### src/rtl/srq_pkg.sv
package srq_pkg;
  typedef enum logic [1:0] {
    SR_IDLE = 2'd0,
    SR_REQ  = 2'd1,
    SR_APR1 = 2'd2,
    SR_APR2 = 2'd3
  } sr_state_t;
endpackage

### src/rtl/srq_poll_regs.sv
module srq_poll_regs #(
  parameter int DW = 8
) (
  input  logic          clk,
  input  logic          rst_n,
  input  logic          wr_stb,
  input  logic [DW-1:0] wr_data,
  input  logic          aux_wr,
  input  logic          aux_val,
  input  logic          spas,
  input  logic          xfer,
  input  logic          in_apr,
  output logic [DW-1:0] stage_q,
  output logic [DW-1:0] out_q,
  output logic          rsv2_q,
  output logic          xfer_fall
);
  logic spas_d, xfer_d;
  logic spas_entry;

  assign spas_entry = spas & ~spas_d;
  assign xfer_fall  = xfer_d & ~xfer;

  always_ff @(posedge clk or negedge rst_n) begin
    if (!rst_n) begin
      stage_q <= '0;
      out_q   <= '0;
      rsv2_q  <= 1'b0;
      spas_d  <= 1'b0;
      xfer_d  <= 1'b0;
    end else begin
      spas_d <= spas;
      xfer_d <= xfer;
      if (wr_stb) stage_q <= wr_data;
      if (spas_entry) out_q <= stage_q;
      if (aux_wr) rsv2_q <= aux_val;
      else if (in_apr && spas && xfer) rsv2_q <= 1'b0;
    end
  end

  // output copy frozen except on poll entry
  a_r7_copy_frozen: assert property (@(posedge clk) disable iff (!rst_n)
    !(spas && !spas_d) |=> $stable(out_q));
  // self-clear of auxiliary request during transfer
  a_r6_rsv2_clear: assert property (@(posedge clk) disable iff (!rst_n)
    (in_apr && spas && xfer && !aux_wr) |=> !rsv2_q);
  // host write wins
  a_r12_aux_wins: assert property (@(posedge clk) disable iff (!rst_n)
    aux_wr |=> (rsv2_q == $past(aux_val)));
endmodule

### src/rtl/srq_state_fsm.sv
module srq_state_fsm
  import srq_pkg::*;
(
  input  logic      clk,
  input  logic      rst_n,
  input  logic      sw_rst,
  input  logic      spas,
  input  logic      req1,
  input  logic      req2,
  output sr_state_t st
);
  sr_state_t nxt;
  logic any_req;

  assign any_req = req1 | req2;

  always_comb begin
    nxt = st;
    unique case (st)
      SR_IDLE: if (!spas && any_req) nxt = SR_REQ;
      SR_REQ: begin
        if (spas) nxt = SR_APR1;
        else if (!any_req) nxt = SR_IDLE;
      end
      SR_APR1: if (!any_req) nxt = SR_APR2;
      SR_APR2: if (!spas) nxt = SR_IDLE;
      default: nxt = SR_IDLE;
    endcase
    if (sw_rst) nxt = SR_IDLE;
  end

  always_ff @(posedge clk or negedge rst_n) begin
    if (!rst_n) st <= SR_IDLE;
    else        st <= nxt;
  end

  // software reset forces idle
  a_r10_swrst: assert property (@(posedge clk) disable iff (!rst_n)
    sw_rst |=> st == SR_IDLE);
  // request entered only while no poll is active
  a_r2_req_entry: assert property (@(posedge clk) disable iff (!rst_n)
    (st == SR_IDLE && !sw_rst && !spas && any_req) |=> st == SR_REQ);
  // second response state exits on poll end
  a_r5_apr2_exit: assert property (@(posedge clk) disable iff (!rst_n)
    (st == SR_APR2 && !spas) |=> st == SR_IDLE);
  // poll entry from request
  a_r4_poll_entry: assert property (@(posedge clk) disable iff (!rst_n)
    (st == SR_REQ && spas && !sw_rst) |=> st == SR_APR1);
endmodule

### src/rtl/srq_poll_byte.sv
module srq_poll_byte #(
  parameter int DW     = 8,
  parameter int RQ_BIT = 6
) (
  input  logic          clk,
  input  logic          rst_n,
  input  logic          spas,
  input  logic          in_apr,
  input  logic          xfer_fall,
  input  logic [DW-1:0] out_q,
  output logic [DW-1:0] poll_byte,
  output logic          poll_done
);
  localparam logic [DW-1:0] RQ_MASK = DW'(1) << RQ_BIT;

  always_comb begin
    poll_byte = '0;
    if (spas) begin
      poll_byte = out_q & ~RQ_MASK;
      if (in_apr) poll_byte = poll_byte | RQ_MASK;
    end
  end

  always_ff @(posedge clk or negedge rst_n) begin
    if (!rst_n) poll_done <= 1'b0;
    else        poll_done <= xfer_fall & spas & in_apr;
  end

  // interrupt is a single-cycle pulse
  a_r9_pulse: assert property (@(posedge clk) disable iff (!rst_n)
    poll_done |=> !poll_done);
  // idle bus carries no status
  a_r8_quiet: assert property (@(posedge clk) disable iff (!rst_n)
    !spas |-> poll_byte == '0);
endmodule

### src/rtl/gpib_srq_responder.sv
module gpib_srq_responder
  import srq_pkg::*;
#(
  parameter int DW     = 8,
  parameter int RQ_BIT = 6
) (
  input  logic          clk,
  input  logic          rst_n,
  input  logic          sw_rst,
  input  logic          wr_stb,
  input  logic [DW-1:0] wr_data,
  input  logic          aux_wr,
  input  logic          aux_val,
  input  logic          talker_spas,
  input  logic          sh_xfer,
  output logic          srq,
  output logic [DW-1:0] poll_byte,
  output logic          poll_done
);
  sr_state_t     st;
  logic [DW-1:0] stage_q, out_q;
  logic          rsv2_q, xfer_fall, in_apr;

  assign in_apr = (st == SR_APR1) || (st == SR_APR2);
  assign srq    = (st == SR_REQ);

  srq_poll_regs #(.DW(DW)) u_regs (
    .clk(clk), .rst_n(rst_n), .wr_stb(wr_stb), .wr_data(wr_data),
    .aux_wr(aux_wr), .aux_val(aux_val), .spas(talker_spas), .xfer(sh_xfer),
    .in_apr(in_apr), .stage_q(stage_q), .out_q(out_q), .rsv2_q(rsv2_q),
    .xfer_fall(xfer_fall)
  );

  srq_state_fsm u_fsm (
    .clk(clk), .rst_n(rst_n), .sw_rst(sw_rst), .spas(talker_spas),
    .req1(stage_q[RQ_BIT]), .req2(rsv2_q), .st(st)
  );

  srq_poll_byte #(.DW(DW), .RQ_BIT(RQ_BIT)) u_byte (
    .clk(clk), .rst_n(rst_n), .spas(talker_spas), .in_apr(in_apr),
    .xfer_fall(xfer_fall), .out_q(out_q), .poll_byte(poll_byte),
    .poll_done(poll_done)
  );

  // RQS bit shown during a granted poll
  a_r8_rqs: assert property (@(posedge clk) disable iff (!rst_n)
    (talker_spas && in_apr) |-> poll_byte[RQ_BIT]);
  // request line never up while responding to a poll
  a_r4_srq_off: assert property (@(posedge clk) disable iff (!rst_n)
    in_apr |-> !srq);
endmodule

### config.mk
export PLATFORM = sky130hd
export DESIGN_NAME = gpib_srq_responder
export DESIGN_NICKNAME = d
export VERILOG_FILES = /design/src/rtl/srq_pkg.sv /design/src/rtl/srq_poll_regs.sv /design/src/rtl/srq_state_fsm.sv /design/src/rtl/srq_poll_byte.sv /design/src/rtl/gpib_srq_responder.sv
export SDC_FILE = /design/constraint.sdc
export NUM_CORES = 1
export LEC_CHECK = 0
export BUFFER_PORTS_ARGS = -buffer_cell sky130_fd_sc_hd__buf_4
export CORE_ASPECT_RATIO = 0.8
export CORE_MARGIN = 4
export CORE_UTILIZATION = 30
export DETAILED_ROUTE_END_ITERATION = 8
export GPL_ROUTABILITY_DRIVEN = 0
export PLACE_DENSITY = 0.48
export SLEW_MARGIN = 15
export SYNTH_ARGS = -nofsm -noshare
export SYNTH_HDL_FRONTEND = slang
export SYNTH_SLANG_ARGS = --single-unit
### constraint.sdc
create_clock -name clk -period 1.3 [get_ports clk]
set_input_delay 0.065 -clock clk [delete_from_list [all_inputs] [get_ports clk]]
set_output_delay 0.065 -clock clk [all_outputs]
set_load 0.02 [all_outputs]
==> out/results.txt <==
Hold-fix buffers at CTS = 4
P per Cell Area = 1240 nW/um2
Core area = 2790 um2
Detail Route Antenna Nets = 0
Initial DRC Count = 21
TritonCTS clock tree = yes
DR WL/cell = 11.9 um
Drt pass-1 iters = 2
Worst-Margin Slew = 0.318 ns
Setup crit start kind = flop
HPWL after DPL = 1110 um
Outcome = finished, final reports clean
Fillcell total = 273
Slew Viols, Final = 0
Clk buf depth = 2
Final worst path period need = 1.15 ns
Lkg Pwr = 0.562 nW
Sequential cell area fraction in the yosys report = 59.2%
Top post-synthesis cells by count = 21 x dfrtp_1, 7 x and2_1, 7 x mux2_4, 6 x mux2_1
CTS sink cnt = 21
Cells after synthesis = 61
Crit Path Max Fanout = 7
Critical Path End Type = output pin
Post-CTS Resized = 0
Synth top area share = 59.2%
Post-synth EDFFs = 0
Achievable Freq = 0.872 GHz
Synthesized area per cell = 14.6 um2
Fin cells = 129
GRT overflow = 0
Final period utilization = 88.2%
Via density = 4.32
Worst Skew = 0.000770 ns
Setup Buffers After CTS = 0
DIE AREA = 3900 um2
GRT Total Usage = 9.25%
Core Rows = 17
Root Driver = clkbuf_8
Final Hold Fails = 0
Synth Register Bits = 21
Initial antenna violation count = 0
Crit path launch = u_fsm.st[1]$_DFFE_PN0P_
Largest net degree at the start of global routing = 22
Sequential cell area = 526 um2
Multi-input logic area = 342 um2
Pwr Total = 1.48 mW
H-tree levels = 1
Top FF cell, synth = dfrtp_1
Syn nets = 77
Drc violations = 0
Starting Density = 31.9%
RSZ-0062 raised after global routing = false
Vias in the first global route = 600
R2R setup slack = 0.16 ns
Final Util = 42.7%
Clock Latency Late Sink = 0.26 ns
Kind of critical path = flop to output pin
Clock-pin slew on the worst setup and hold paths = 0.07 ns
Capturing point of the worst reg2reg path = u_regs.out_q[1]$_DFFE_PN0P_
Nets = 108
Setup TNS = 0 ns
Largest cells by area after synthesis = dfrtp_1 59%, mux2_4 12%, mux2_1 7.6%
Die height = 56.7 um
Final Setup Violations = 0
Total length of routed wires = 1540 um
Number of max-cap violations = 0
P&R area growth vs syn = 33.8%
Most frequent cell after synthesis = dfrtp_1
Die Wd = 68.8 um
# diodes = 0
First-pass GRT wire length = 2600 um
Worst r2r src = u_regs.spas_d$_DFF_PN0_
R2R depth = 2
Io pins = 26
Worst hold path type = input pin to flop
Total number of vias = 557
Synth Warn # = 0
Rel. slew slack = 78.8%
IO buf count = 25
CTS Buf Count = 3
Proportion of layout cells with a drive suffix above 1 = 45.1%
Mapped cell area = 888 um2
Crit path to = poll_byte[6]
Critical Path AT = 1.08 ns
Synth cell types = 19
Fraction of registers with async set/reset = 100%
Peak VDD IR = 652 uV
Post-Place Cells = 121
Data required time of the worst path = 1.24 ns
Synth area leader = dfrtp_1
cells by family after synthesis:
| logic type | share of synthesized area, % |
|---|---|
| AO/OA/AOI/OAI | 2.39 |
| buffers and inverters | 2.39 |
| flip-flops | 59.2 |
| AND/OR/NAND/NOR | 13.0 |
| multiplexers | 23.1 |
cell type report:
| cell class | instances | share of cell area [%] |
|---|---|---|
| sequential | 21 | 44.2 |
| timing repair buffer | 29 | 19.2 |
| multi-input combinational | 37 | 28.7 |
| clock inverter | 1 | 0.421 |
| clock buffer | 3 | 3.47 |
| tap | 38 | 4.00 |
sequential cells by signal, indices dropped and copies added (netlist names):
name / flops
u_regs.stage_q: 8
u_fsm.st: 2
u_regs.spas_d: 1
u_byte.poll_done: 1
u_regs.out_q: 7
u_regs.rsv2_q: 1
u_regs.xfer_d: 1
layout by cell type (no fill, tap or decap):
cell type      instances
nand3_1                1
clkbuf_8               3
mux2i_1                1
and3b_1                1
nand2_1                2
mux2_2                 2
o21ai_0                2
clkinv_2               1
mux2_1                 6
and2_2                 1
dlygate4sd3_1          4
a31oi_1                1
nor4b_2                1
nor2b_4                1
buf_4                 25
and2_1                 7
nor2_1                 2
nor2b_1                1
dfrtp_1               21
a21oi_1                1
mux2_4                 7
worst max-delay path, cell delays in order, from the launching register on:
cell	delay, ns
dfrtp_1	0.45
and2_2	0.23
buf_4	0.15
worst min path at each step:
stage	from	to	slack, ns	cells after the start
final	talker_spas	u_regs.spas_d$_DFF_PN0_	0.01	1
after global routing	aux_val	u_regs.rsv2_q$_DFFE_PN0P_	0.01	3
after CTS	aux_val	u_regs.rsv2_q$_DFFE_PN0P_	0.01	3
after detailed placement	rst_n	u_byte.poll_done$_DFF_PN0_	-0.04	1
after global placement	rst_n	u_byte.poll_done$_DFF_PN0_	-0.03	1
after floorplan	rst_n	u_byte.poll_done$_DFF_PN0_	-0.23	0
report_power, final:
group	switching [mW]	leakage, nW	total (mW)	internal, mW
Clock	0.204	0.0255	0.417	0.213
Combinational	0.112	0.284	0.286	0.173
Sequential	0.0439	0.252	0.774	0.730
Total	0.360	0.562	1.48	1.12
routing by layer:
metal  part of all wire, %  vias up  track usage, %
li1                      -      267               -
met1                    46      273            11.1
met2                    46       15            14.0
met3                   5.6        2            3.60
met4                   1.8        0            5.00
met5                     0        -               0
through the flow:
step	hold slack [ns]	instance area, um2	worst slack [ns]
2_1_floorplan	-0.231	888	0.270
3_3_place_gp	-0.0327	1100	0.198
3_5_place_dp	-0.0368	1100	0.169
4_1_cts	0.0123	1190	0.138
5_1_grt	0.0117	1190	0.102
6_report	0.0121	1190	0.154
Note: power is estimated with default switching activity, not from simulation.
